File: src/rtl/snand_pkg.sv
package snand_pkg;
  localparam int unsigned OFF_CS   = 'h04;
  localparam int unsigned OFF_WCMD = 'h08;
  localparam int unsigned OFF_RCMD = 'h0C;
  localparam int unsigned OFF_RDAT = 'h10;
  localparam int unsigned OFF_WDAT = 'h14;
  localparam int unsigned OFF_STAT = 'h40;

  typedef struct packed {
    logic       dummy;
    logic [1:0] wid;
    logic [1:0] len;
  } burst_cfg_t;

  function automatic logic [5:0] clocks_of(burst_cfg_t c);
    logic [5:0] bits;
    bits = 6'(({4'b0, c.len} + 6'd1) << 3);
    case (c.wid)
      2'd1:    return bits >> 1;
      2'd2:    return bits >> 2;
      default: return bits;
    endcase
  endfunction

  // first received byte goes to lane 0
  function automatic logic [31:0] pack_le(logic [31:0] rx, logic [1:0] len);
    logic [31:0] o;
    o = '0;
    for (int k = 0; k < 4; k++)
      if (k <= int'(len)) o[8*k +: 8] = 8'(rx >> (8 * (int'(len) - k)));
    return o;
  endfunction
endpackage

File: src/rtl/snand_regs.sv
module snand_regs
  import snand_pkg::*;
#(
  parameter int unsigned AW  = 7,
  parameter int unsigned NCS = 2
) (
  input  logic          clk_i,
  input  logic          rst_ni,
  input  logic [AW-1:0] bus_addr_i,
  input  logic          bus_we_i,
  input  logic [31:0]   bus_wdata_i,
  output logic [31:0]   bus_rdata_o,
  input  logic          busy_i,
  input  logic [31:0]   rx_word_i,
  output logic          tx_start_o,
  output logic          rx_start_o,
  output burst_cfg_t    cfg_o,
  output logic [31:0]   tx_word_o,
  output logic [NCS-1:0] cs_n_o
);
  logic [NCS-1:0] cs_q;
  burst_cfg_t     wcfg_q, rcfg_q, rcfg_d;
  logic           hit_cs, hit_wcmd;
  logic [31:0]    cs_word;

  assign hit_cs     = bus_we_i && bus_addr_i == AW'(OFF_CS);
  assign hit_wcmd   = bus_we_i && bus_addr_i == AW'(OFF_WCMD);
  assign tx_start_o = bus_we_i && bus_addr_i == AW'(OFF_WDAT) && !busy_i;
  assign rx_start_o = bus_we_i && bus_addr_i == AW'(OFF_RCMD) && !busy_i;
  assign rcfg_d     = '{dummy: 1'b0, wid: bus_wdata_i[29:28], len: bus_wdata_i[1:0]};
  assign cfg_o      = rx_start_o ? rcfg_d : wcfg_q;
  assign tx_word_o  = bus_wdata_i;

  always_ff @(posedge clk_i or negedge rst_ni) begin
    if (!rst_ni) begin
      cs_q   <= '1;
      wcfg_q <= '0;
      rcfg_q <= '0;
    end else begin
      if (hit_cs) cs_q <= cs_word_sel(bus_wdata_i);
      if (hit_wcmd && !busy_i)
        wcfg_q <= '{dummy: bus_wdata_i[31], wid: bus_wdata_i[29:28], len: bus_wdata_i[1:0]};
      if (rx_start_o) rcfg_q <= rcfg_d;
    end
  end

  function automatic logic [NCS-1:0] cs_word_sel(logic [31:0] w);
    logic [NCS-1:0] s;
    for (int k = 0; k < NCS; k++) s[k] = w[4*k];
    return s;
  endfunction

  always_comb begin
    cs_word = '1;
    for (int k = 0; k < NCS; k++) cs_word[4*k] = cs_q[k];
  end

  for (genvar k = 0; k < NCS; k++) begin : g_cs
    assign cs_n_o[k] = cs_q[k];
  end

  always_comb begin
    case (bus_addr_i)
      AW'(OFF_CS):   bus_rdata_o = cs_word;
      AW'(OFF_WCMD): bus_rdata_o = {wcfg_q.dummy, 1'b0, wcfg_q.wid, 26'b0, wcfg_q.len};
      AW'(OFF_RCMD): bus_rdata_o = {2'b0, rcfg_q.wid, 26'b0, rcfg_q.len};
      AW'(OFF_RDAT): bus_rdata_o = rx_word_i;
      AW'(OFF_STAT): bus_rdata_o = {28'b0, busy_i, 3'b0};
      default:       bus_rdata_o = '0;
    endcase
  end

  // stored transmit command survives writes made while busy
  p_wcmd_hold_r9: assert property (@(posedge clk_i) disable iff (!rst_ni)
    busy_i && hit_wcmd |=> $stable(wcfg_q));
  // selects move only on a chip-select write
  p_cs_hold_r2: assert property (@(posedge clk_i) disable iff (!rst_ni)
    !hit_cs |=> $stable(cs_n_o));
endmodule

File: src/rtl/snand_shift.sv
module snand_shift
  import snand_pkg::*;
#(
  parameter int unsigned DIV = 2
) (
  input  logic        clk_i,
  input  logic        rst_ni,
  input  logic        tx_start_i,
  input  logic        rx_start_i,
  input  burst_cfg_t  cfg_i,
  input  logic [31:0] tx_word_i,
  output logic        busy_o,
  output logic [31:0] rx_word_o,
  output logic        sclk_o,
  output logic [3:0]  io_o,
  output logic [3:0]  io_oe_o,
  input  logic [3:0]  io_i
);
  localparam int unsigned CW = (DIV > 1) ? $clog2(DIV) : 1;

  logic          busy_q, sclk_q, is_rx_q;
  logic [CW-1:0] cnt_q;
  logic [5:0]    left_q;
  logic [31:0]   sh_q, rx_q, rx_nxt, sh_nxt, rdata_q;
  burst_cfg_t    cfg_q;
  logic [3:0]    lane_mask;

  always_comb begin
    case (cfg_q.wid)
      2'd1: begin
        io_o = {2'b0, sh_q[31:30]}; lane_mask = 4'b0011;
        sh_nxt = sh_q << 2; rx_nxt = {rx_q[29:0], io_i[1:0]};
      end
      2'd2: begin
        io_o = sh_q[31:28]; lane_mask = 4'b1111;
        sh_nxt = sh_q << 4; rx_nxt = {rx_q[27:0], io_i};
      end
      default: begin
        io_o = {3'b0, sh_q[31]}; lane_mask = 4'b0001;
        sh_nxt = sh_q << 1; rx_nxt = {rx_q[30:0], io_i[1]};
      end
    endcase
  end

  assign io_oe_o   = (busy_q && !is_rx_q && !cfg_q.dummy) ? lane_mask : 4'b0;
  assign busy_o    = busy_q;
  assign sclk_o    = sclk_q;
  assign rx_word_o = rdata_q;

  always_ff @(posedge clk_i or negedge rst_ni) begin
    if (!rst_ni) begin
      busy_q  <= 1'b0;
      sclk_q  <= 1'b0;
      is_rx_q <= 1'b0;
      cnt_q   <= '0;
      left_q  <= '0;
      sh_q    <= '0;
      rx_q    <= '0;
      rdata_q <= '0;
      cfg_q   <= '0;
    end else if (!busy_q) begin
      if (tx_start_i || rx_start_i) begin
        busy_q  <= 1'b1;
        is_rx_q <= rx_start_i;
        cfg_q   <= cfg_i;
        sh_q    <= tx_word_i;
        rx_q    <= '0;
        left_q  <= clocks_of(cfg_i);
        cnt_q   <= '0;
        sclk_q  <= 1'b0;
      end
    end else if (cnt_q == CW'(DIV - 1)) begin
      cnt_q <= '0;
      if (!sclk_q) begin
        sclk_q <= 1'b1;
        if (is_rx_q) rx_q <= rx_nxt;
      end else begin
        sclk_q <= 1'b0;
        sh_q   <= sh_nxt;
        left_q <= left_q - 6'd1;
        if (left_q == 6'd1) begin
          busy_q <= 1'b0;
          if (is_rx_q) rdata_q <= pack_le(rx_q, cfg_q.len);
        end
      end
    end else begin
      cnt_q <= cnt_q + CW'(1);
    end
  end

  // clock rests low outside a burst
  p_idle_low_r7: assert property (@(posedge clk_i) disable iff (!rst_ni)
    !busy_q |-> !sclk_q);
  // clock edges only at the end of a divider period
  p_edge_pace_r7: assert property (@(posedge clk_i) disable iff (!rst_ni)
    !$stable(sclk_q) |-> $past(cnt_q) == CW'(DIV - 1));
  // receive never drives the lanes
  p_rx_hiz_r5: assert property (@(posedge clk_i) disable iff (!rst_ni)
    busy_q && is_rx_q |-> io_oe_o == 4'b0);
  // dummy bursts never drive the lanes
  p_dummy_hiz_r8: assert property (@(posedge clk_i) disable iff (!rst_ni)
    busy_q && cfg_q.dummy |-> io_oe_o == 4'b0);
  // busy rises only from a start request
  p_busy_start_r6: assert property (@(posedge clk_i) disable iff (!rst_ni)
    $rose(busy_q) |-> $past(tx_start_i || rx_start_i));
endmodule

File: src/rtl/snand_pio.sv
module snand_pio
  import snand_pkg::*;
#(
  parameter int unsigned AW  = 7,
  parameter int unsigned DIV = 2,
  parameter int unsigned NCS = 2
) (
  input  logic           clk_i,
  input  logic           rst_ni,
  input  logic [AW-1:0]  bus_addr_i,
  input  logic           bus_we_i,
  input  logic [31:0]    bus_wdata_i,
  output logic [31:0]    bus_rdata_o,
  output logic           sclk_o,
  output logic [NCS-1:0] cs_n_o,
  output logic [3:0]     io_o,
  output logic [3:0]     io_oe_o,
  input  logic [3:0]     io_i
);
  logic        busy, tx_start, rx_start;
  logic [31:0] rx_word, tx_word;
  burst_cfg_t  cfg;

  snand_regs #(.AW(AW), .NCS(NCS)) regs_i (
    .clk_i(clk_i), .rst_ni(rst_ni),
    .bus_addr_i(bus_addr_i), .bus_we_i(bus_we_i),
    .bus_wdata_i(bus_wdata_i), .bus_rdata_o(bus_rdata_o),
    .busy_i(busy), .rx_word_i(rx_word),
    .tx_start_o(tx_start), .rx_start_o(rx_start),
    .cfg_o(cfg), .tx_word_o(tx_word), .cs_n_o(cs_n_o)
  );

  snand_shift #(.DIV(DIV)) shift_i (
    .clk_i(clk_i), .rst_ni(rst_ni),
    .tx_start_i(tx_start), .rx_start_i(rx_start),
    .cfg_i(cfg), .tx_word_i(tx_word),
    .busy_o(busy), .rx_word_o(rx_word),
    .sclk_o(sclk_o), .io_o(io_o), .io_oe_o(io_oe_o), .io_i(io_i)
  );
endmodule

File: config.mk
export PLATFORM = sky130hd
export DESIGN_NAME = snand_pio
export DESIGN_NICKNAME = d
export VERILOG_FILES = /design/src/rtl/snand_pkg.sv /design/src/rtl/snand_regs.sv /design/src/rtl/snand_shift.sv /design/src/rtl/snand_pio.sv
export SDC_FILE = /design/constraint.sdc
export NUM_CORES = 1
export LEC_CHECK = 0
export BUFFER_PORTS_ARGS = -buffer_cell sky130_fd_sc_hd__buf_2
export CAP_MARGIN = 10
export CORE_ASPECT_RATIO = 1.1
export CORE_MARGIN = 2
export CORE_UTILIZATION = 52
export CTS_CLUSTER_SIZE = 40
export DETAILED_ROUTE_END_ITERATION = 10
export PLACE_DENSITY_LB_ADDON = 0.25
export SLEW_MARGIN = 0
export SYNTH_ARGS = -nofsm -noshare
export SYNTH_HDL_FRONTEND = slang
export SYNTH_SLANG_ARGS = --single-unit
File: constraint.sdc
create_clock -name clk_i -period 2.6 [get_ports clk_i]
set_input_delay 0.13 -clock clk_i [delete_from_list [all_inputs] [get_ports clk_i]]
set_output_delay 0.13 -clock clk_i [all_outputs]
set_load 0.02 [all_outputs]
==> results of run 1 <==
through the flow:
stage / util [%] / hold slack (ns) / cells / cell area [um2] / power, W
2_1_floorplan: - / -0.166 / 907 / 7610 / 0.00369
3_3_place_gp: 57.0 / 0.260 / 1123 / 8200 / 0.00408
3_5_place_dp: 57.0 / 0.260 / 1123 / 8200 / 0.00412
4_1_cts: 62.2 / 0.000522 / 1170 / 8950 / 0.00655
5_1_grt: 62.4 / 0.0201 / 1171 / 8970 / 0.00694
6_report: 62.4 / 0.00870 / 1171 / 8970 / 0.00652
final timing paths:
path	cells after the start	to
hold reg to reg	2	shift_i.rx_word_o[19]
min in group asynchronous	2	shift_i.rx_word_o[20]
setup / recovery	9	shift_i.left_q[2]
hold / removal	3	shift_i.sh_q[21]
setup reg to reg	9	shift_i.left_q[2]
max in group asynchronous	3	shift_i.sh_q[16]
tightest hold or removal path, stage by stage:
cell and delay [ns]:
buf_2 0.08, mux2i_1 0.05, o21ai_0 0.13
placed cells by master (no fill, tap or decap), drive strengths merged, types with 16 or more instances in the layout:
cell type,netlist,routed
mux2,40,40
o21ai,154,154
a21o,25,25
a21oi,25,25
a22oi,61,61
nand2,219,219
dfrtp,120,120
clkbuf,61,20
buf,21,106
dlygate4sd3,0,16
nor2,24,24
mux2i,49,49
registers in the layout (all words and copies together), names as in the netlist, 2 cells and up:
signal             flops
shift_i.rx_q          32
shift_i.rx_word_o     32
shift_i.sh_q          32
shift_i.left_q         6
regs_i.wcfg_q          5
shift_i.cfg_q          5
regs_i.rcfg_q          4
regs_i.cs_n_o          2
per-layer routing:
layer	vias up	wire length [um]
met3	37	665
met4	0	593
met5	-	0
met1	3059	8280
met2	154	9090
li1	3344	-
power groups by stage:
stage | logic (W) | registers (W) | clock network [W]
2_1_floorplan | 0.00115 | 0.00254 | 0
3_3_place_gp | 0.00142 | 0.00266 | 0
3_5_place_dp | 0.00146 | 0.00266 | 0
4_1_cts | 0.00148 | 0.00263 | 0.00244
5_1_grt | 0.00170 | 0.00270 | 0.00254
6_report | 0.00147 | 0.00264 | 0.00241
layout make-up:
type,instances,area (um2)
Inverter,15,56.3
Timing Repair Buffer,122,801
Fill cell,1265,5420
Multi-Input combinational cell,688,4210
Tap cell,192,240
Sequential cell,122,3060
Clock inverter,12,148
Clock buffer,20,457
logic make-up (layout without fill, tap and decap cells):
group / after synthesis / after routing / synth area share [%]
xor gates and xnor gates: 2 / 2 / 0.230
AOI/OAI and AO/OA: 305 / 305 / 24.6
buffers and inverters: 97 / 169 / 5.28
muxes: 89 / 89 / 12.4
adders and majority gates: 9 / 9 / 1.48
and+or+nand+nor: 283 / 283 / 15.9
DFF: 122 / 122 / 40.1
timing repair:
action                                  4_1_cts  5_1_grt
gates resized for setup                       0        2
endpoints found under the hold margin        69        1
endpoints found under the setup margin        0        3
hold buffers                                 15        1
==> impl_results.md, run 1 <==
* P_leak at 4.01 nW
* Critical path class: flop to flop
* Worst EP required at 2.89 ns
* Starting density of the core at 52.9%
* Largest net degree at the start of global routing at 79
* Leading area contributor after synthesis: dfrtp_1
* Postcts setup bufs at 0
* Critical Path AT at 2.69 ns
* Slew @ Worst Pin at 1.00 ns
* HPWL after DPL at 12500 um
* Ys async rst share at 100%
* Setup Skew at 0.00798 ns
* Gpl congestion at 0.826
* # port buffers at 88
* Post-DRT Antenna Nets at 0
* Number of synthesized flops with an enable pin at 0
* Vias per cell at 5.63
* Worst-skew pair later-pin latency at 0.42 ns
* Status: completed
* Yosys cell types at 50
* GR peak layer: met2
* Slowest-stage cell, CP: dfrtp_4
* Share of power burned in the clock network at 37.0%
* Hold Vio Cnt, Final at 0
* # IOs at 89
* Root Buffer: clkbuf_16
* Met3 Usage GRT at 4.64%
* N_diodes at 0
* FF-to-FF setup slack at 0.21 ns
* Synth Instances at 907
* CP Launch Type: flop
* Post-synth top area share at 39.4%
* # rows at 46
* RSZ-0062 raised after global routing: no
* Netlist Area Pre-Place at 7610 um2
* PD cells at 726 nW/um2
* Initial antenna violation count at 0
* Synth top area cells: dfrtp_1 (39%), nand2_1 (11%), o21ai_0 (10%), mux2i_1 (6.4%), a22oi_1 (6.0%)
* GRT Residual Overflow at 0
* H-tree depth at 4
* Worst-case vdd ir drop at 594 uV
* Pre-CTS setup slack at 0.199 ns
* M1 GR Usage at 32.1%
* Clock transition at path regs at 0.06 ns
* Die Ht at 131 um
* Ys Warns at 0
* Top_reg_cell synth: dfrtp_1
* Combinational Power Share at 22.5%
* Global Route met2 Usage at 40.7%
* Area growth syn-to-layout at 17.9%
* CP Cell Sequence: nor2b_1, nand4_4, mux2i_2, inv_1, ha_1, inv_1, and3_1, o221ai_1, o21ai_0
* Total CTS buffers at 17
* Sw frac at 32.4%
* Drt wl/cell at 15.9 um
* Vias in the first global route at 6019
* Crit path max fanout at 9
* Vias at 6594
* DRT iter0 DRCs at 389
* Final wirelength at 18600 um
* Synthesized net count at 962
* CP Capture Type: flop
* Max-capacitance violation count at 0
* Core area at 14400 um2
* Synth Area per Inst at 8.39 um2
* Int Power at 0.00441 W
* Fin Setup TNS at 0 ns
* Die area at 15600 um2
* GRT Overall Usage at 24.7%
* R2R Path Start: shift_i.busy_o
* Most numerous cell in the Yosys netlist: nand2_1
* Max Buffers Root-to-Sink at 2
* Clock sinks at 122
* Max_slew headroom at 33.0%
* Tcrit/Tclk final at 92.1%
* Worst Path Buf+Inv at 2
* Worst path max stage delay at 0.51 ns
* Most used cell, CP: inv_1
* Top cells by count, synth: nand2_1 (219), o21ai_0 (154), dfrtp_1 (120)
* Min cycle time layout at 2.39 ns
* Max Fclk at 0.418 GHz
* Layout cells sized above 1 at 19.8%
* Slew Viols, Final at 0
* First-pass GRT wire length at 30700 um
* Final nets at 1021
* Hold Path Origin: bus_wdata_i[21]
* CTS tree: yes
* Setup crit start: shift_i.busy_o
* Net Sw Power at 0.00211 W
* Final setup viols at 0
* Worst path top cell family by delay: simple AND/OR/NAND/NOR gates
* Class of the worst hold path: input port to flop
* Sequential share of the synthesized area at 40.1%
* Seq cells post-synth at 122
* DRC viols at 0
* Final worst setup slack at 0.207 ns
* Pre-Repair DR Iteration Count at 5
* Flop pwr share at 40.5%
* Die width at 119 um
(Power assumes the default switching activity.)
==> run 2, diff against run 1 <==
ABC_AREA = 1   (was not set)
==> run 2 against run 1 <==
  * Synthesized area shrank 0.61%
  * Register-to-register slack gained 0.12 ns
  * Setup slack gained 0.034 ns
  * Core utilization shrank 1.4 points
  * Via count grew 14%
  * Clock power shrank 4%
  * Synthesized cell count grew 21%
  * Cell count grew 17%
  * Critical endpoint is now io_o[1]
  * Largest cell class unchanged
==> impl_results.md, run 2 <==
* Status: completed
* Post-place instance area at 8070 um2
* Worst Path Buf+Inv at 4
* DRT iter0 DRCs at 809
* DRC viols at 0
* Area occupied by multi-input gates at 3810 um2
* Final Instance Area at 8740 um2
* N_diodes at 0
* Synthesized net count at 1154
* Min cycle time layout at 2.36 ns
* Most used cell, CP: inv_1
* Vias at 7550
* Die width at 119 um
* CP Cell Sequence: inv_1, ha_1, nor2_2, buf_4, inv_1, o21ai_0, buf_2
* Root Buffer: clkbuf_16
* Most frequent cells in the layout: nand2_1 (346), o21ai_0 (178), dfrtp_1 (120)
* Fin cells at 1372
* H-tree depth at 4
* Pre-Repair DR Iteration Count at 6
* P_leak at 4.31 nW
* GRT Residual Overflow at 0
* Seq cells post-synth at 122
* Initial antenna violation count at 0
* CTS tree: yes
* Final wirelength at 20300 um
* Die area at 15500 um2
* Max-capacitance violation count at 0
* Starting density of the core at 52.8%
* CP Capture Type: output port
* Final setup viols at 0
* Max Buffers Root-to-Sink at 2
* # port buffers at 88
* Max_slew headroom at 20.5%
* CP Launch Type: flop
* First-pass GRT wire length at 33400 um
* Class of the worst hold path: input port to flop
* Post-DRT Antenna Nets at 0
* Critical path class: flop to output port
* Worst path max stage delay at 0.44 ns
* Total chip power at 0.00440 W
* PD cells at 504 nW/um2
* Post-synth top area share at 39.7%
* RSZ-0062 raised after global routing: no
* Largest net degree at the start of global routing at 123
* Clock sinks at 122
* Critical Path AT at 2.23 ns
* Synth Area per Inst at 6.88 um2
* # rows at 46
* Number of synthesized flops with an enable pin at 0
* Worst EP required at 2.47 ns
* Synth Instances at 1099
* Most numerous cell in the Yosys netlist: nand2_1
* Ys Warns at 0
* Tcrit/Tclk final at 90.7%
* Slew @ Worst Pin at 1.19 ns
* GRT Overall Usage at 27.0%
* Drt wl/cell at 14.8 um
* Crit path max fanout at 28
* Slowest-stage cell, CP: ha_1
* Worst-case vdd ir drop at 428 uV
* Top_reg_cell synth: dfrtp_1
* Register Area at 3060 um2
* Core area at 14300 um2
* Setup Skew at 0.00971 ns
* Ys async rst share at 100%
* Vias in the first global route at 6773
* Max Fclk at 0.424 GHz
* Slew Viols, Final at 0
* Worst-skew pair later-pin latency at 0.42 ns
* Netlist Area Pre-Place at 7570 um2
* Fill cells at 1354
* Post-Place Cells at 1332
* Clock transition at path regs at 0.05 ns
* Sequential share of the synthesized area at 40.4%
* Leading cell type in the layout, fill and taps excluded: nand2_1
* HPWL after DPL at 13800 um
* Final nets at 1222
* Total CTS buffers at 17
* Synth top area cells: dfrtp_1 (40%), nand2_1 (17%), o21ai_0 (12%), nand3_1 (4.6%), inv_1 (4.5%)
* Layout cells sized above 1 at 13.7%
* Leading area contributor after synthesis: dfrtp_1
* Gpl congestion at 0.954
* Worst path top cell family by delay: buffers and inverters
* Hold Vio Cnt, Final at 0
* Die Ht at 131 um
* Top cells by count, synth: nand2_1 (346), o21ai_0 (178), dfrtp_1 (120)
* Area growth syn-to-layout at 15.5%
* Vias per cell at 5.50
* Fin Setup TNS at 0 ns
* Yosys cell types at 38
* # IOs at 89
## run 2: cell types whose count changed in the layout (fill, tap and decap cells not counted), sizes merged, moves of 38 or more
cell   change
nand2    +130
inv       +82
nand3     +68
a22oi     -60
mux2i     -49
o21ai     +49
mux2      -40
nor2      +38
## run 2: final cells by class
type,count,area share (%)
clock buffers,21,5.27
clock inverters,11,1.39
inverters,99,4.32
multi-input cells,812,43.6
flip-flops and latches,122,35.0
well taps,192,2.75
repair buffers,115,7.73
## run 2: report_power, final
group          switching, W  internal, W  total [W]
Clock              0.000856      0.00146    0.00231
Combinational      0.000110    0.0000568   0.000167
Sequential        0.0000115      0.00191    0.00193
Total              0.000978      0.00343    0.00440
## run 2: cell families (layout without fill, tap and decap cells)
family,Yosys count,count (layout),synth area share [%]
adders and majority gates,9,9,1.49
and+or+nand+nor,503,503,27.9
DFF,122,122,40.4
buffers and inverters,165,246,9.46
AOI/OAI and AO/OA,299,299,20.7
xor gates and xnor gates,1,1,0.116
## run 2: final timing paths
path | start | end | slack [ns] | depth (start not counted)
min in group asynchronous | rst_ni | shift_i.sh_q[20] | 0.34 | 3
worst min-delay path | bus_wdata_i[19] | shift_i.sh_q[19] | 0.009 | 3
worst min register to register | shift_i.rx_word_o[18] | shift_i.rx_word_o[18] | 0.49 | 2
worst max-delay path | shift_i.cfg_q[2] | io_o[1] | 0.24 | 7
worst max register to register | shift_i.busy_o | shift_i.left_q[2] | 0.33 | 18
max in group asynchronous | rst_ni | shift_i.rx_word_o[7] | 1.76 | 3
## run 2: timing repair
item / in CTS / in global routing
setup buffers: 0 / 1
setup endpoints to repair: 0 / 2
endpoints found under the hold margin: 126 / 0
hold buffers: 7 / 0
resized for setup: 0 / 2
## run 2: per-layer routing
layer | GRT usage, % | wire length, um
met5 | 0 | 0
met4 | 12.2 | 614
met3 | 5.16 | 1210
met2 | 44.1 | 9610
met1 | 35.2 | 8850
## run 2: through the flow
stage                     hold slack (ns)  setup WS, ns  util [%]
after floorplan                    -0.166         0.481         -
after global placement              0.288         0.419      56.3
after detailed placement            0.289         0.351      56.3
after CTS                         0.00218        0.0519      60.9
after global routing               0.0141        0.0419      61.0
final                             0.00856         0.241      61.0
## run 2: worst min-delay path: cells and delay by family
family	cells	cell delay, ns
AO/OA/AOI/OAI	2	0.18
buffers and inverters	1	0.07
==> run 3, diff against run 2 <==
MAX_ROUTING_LAYER = met4   (was not set)
==> run 3 against run 2 <==
  * Non-clock buffer count unchanged
  * Highest routed layer unchanged
  * Cell count unchanged
  * Critical endpoint unchanged
  * Register-to-register slack about the same
==> impl_results.md, run 3 (same netlist as run 2, synthesis figures left out) <==
* H-tree depth at 4
* Gpl congestion at 0.972
* Critical path class: flop to output port
* Register Area at 3060 um2
* Share of power burned in the clock network at 52.6%
* CTS tree: yes
* Int Power at 0.00343 W
* CP Capture Type: output port
* Die width at 119 um
* Layout cells sized above 1 at 13.7%
* Area occupied by multi-input gates at 3810 um2
* Post-Place Cells at 1332
* Final wirelength at 20400 um
* Max_slew headroom at 23.6%
* Net Sw Power at 0.000992 W
* Root Buffer: clkbuf_16
* Slew Viols, Final at 0
* Slowest-stage cell, CP: ha_1
* Final nets at 1222
* Drt wl/cell at 14.9 um
* DRC viols at 0
* Total chip power at 0.00442 W
* Fill cells at 1354
* Worst path max stage delay at 0.44 ns
* Total CTS buffers at 17
* GRT Overall Usage at 27.8%
* Final setup viols at 0
* Tcrit/Tclk final at 91.0%
* Largest net degree at the start of global routing at 123
* CP Cell Sequence: inv_1, ha_1, nor2_2, buf_4, inv_1, o21ai_0, buf_2
* Clock transition at path regs at 0.06 ns
* Max Buffers Root-to-Sink at 2
* # rows at 46
* CP Launch Type: flop
* Most frequent cells in the layout: nand2_1 (346), o21ai_0 (178), dfrtp_1 (120)
* Class of the worst hold path: input port to flop
* Worst EP required at 2.47 ns
* # port buffers at 88
* First-pass GRT wire length at 33400 um
* Worst-case vdd ir drop at 437 uV
* Critical Path AT at 2.24 ns
* Max Fclk at 0.423 GHz
* Hold Vio Cnt, Final at 0
* Max-capacitance violation count at 0
* RSZ-0062 raised after global routing: no
* Pre-CTS setup slack at 0.351 ns
* N_diodes at 0
* Post-DRT Antenna Nets at 0
* Clock sinks at 122
* Core area at 14300 um2
* Area growth syn-to-layout at 15.5%
* Leading cell type in the layout, fill and taps excluded: nand2_1
* Flop pwr share at 43.6%
* Vias in the first global route at 6758
* # IOs at 89
* Sw frac at 22.5%
* Pre-Repair DR Iteration Count at 6
* Most used cell, CP: inv_1
* Fin Setup TNS at 0 ns
* P_leak at 4.31 nW
* Vias per cell at 5.51
* DRT iter0 DRCs at 792
* Setup Skew at 0.00632 ns
* GRT Residual Overflow at 0
* Fin cells at 1372
* Core Util, Final at 61.0%
* Die Ht at 131 um
* Worst-skew pair later-pin latency at 0.42 ns
* Starting density of the core at 52.8%
* Status: completed
* Final worst setup slack at 0.234 ns
* HPWL after DPL at 13800 um
* Crit path max fanout at 28
* Vias at 7561
* Min cycle time layout at 2.37 ns
* Slew @ Worst Pin at 1.15 ns
* Initial antenna violation count at 0
* Combinational Power Share at 3.8%
* Die area at 15500 um2
* PD cells at 506 nW/um2
run 3: cell counts in the layout (fill, tap and decap cells not counted):
No cell type changed its count.
run 3: layout make-up:
cell class | count | share of cell area [%]
multi-input combinational | 812 | 43.6
clock inverter | 11 | 1.39
tap | 192 | 2.75
timing repair buffer | 115 | 7.73
inverter | 99 | 4.32
clock buffer | 21 | 5.27
sequential | 122 | 35.0
run 3: through the flow:
stage	cell area, um2	hold slack [ns]
3_3_place_gp	8070	0.288
5_1_grt	8740	0.0141
4_1_cts	8720	0.00218
6_report	8740	0.00428
2_1_floorplan	7570	-0.166
3_5_place_dp	8070	0.289
run 3: worst max-delay path, delay by kind of cell, from the launching register on:
family	cells	cell delay (ns)
simple gates	1	0.17
flops	1	0.36
buf+inv	4	0.68
compound gates	1	0.16
fa+ha+maj	1	0.44
run 3: path summary, 6_finish.rpt:
kind | start | slack, ns | depth (start not counted) | end
max | shift_i.cfg_q[2] | 0.23 | 7 | io_o[1]
min | bus_wdata_i[19] | 0.004 | 3 | shift_i.sh_q[19]
max reg2reg | shift_i.busy_o | 0.32 | 8 | shift_i.sh_q[4]
min reg2reg | shift_i.rx_q[2] | 0.49 | 2 | shift_i.rx_q[2]
max in group asynchronous | rst_ni | 1.77 | 3 | shift_i.rx_word_o[22]
min in group asynchronous | rst_ni | 0.33 | 3 | shift_i.sh_q[20]
run 3: repair_timing:
item,4_1_cts,5_1_grt
gates resized for setup,0,2
setup endpoints to repair,0,2
buffers inserted,0,1
hold buffers,7,0
endpoints found under the hold margin,126,0
run 3: metal layers:
layer | global-route usage [%] | routed length, um
met1 | 35.4 | 8870
met2 | 43.9 | 9550
met3 | 5.16 | 1300
met4 | 12.3 | 676
met5 | - | 0
run 3: power groups by stage:
| stage | Sequential [W] | Combinational, W | Clock, W |
|---|---|---|---|
| after floorplan | 0.00196 | 0.0000513 | 0 |
| after global placement | 0.00196 | 0.000162 | 0 |
| after detailed placement | 0.00196 | 0.000162 | 0 |
| after CTS | 0.00192 | 0.000169 | 0.00235 |
| after global routing | 0.00193 | 0.000190 | 0.00245 |
| final | 0.00193 | 0.000167 | 0.00233 |
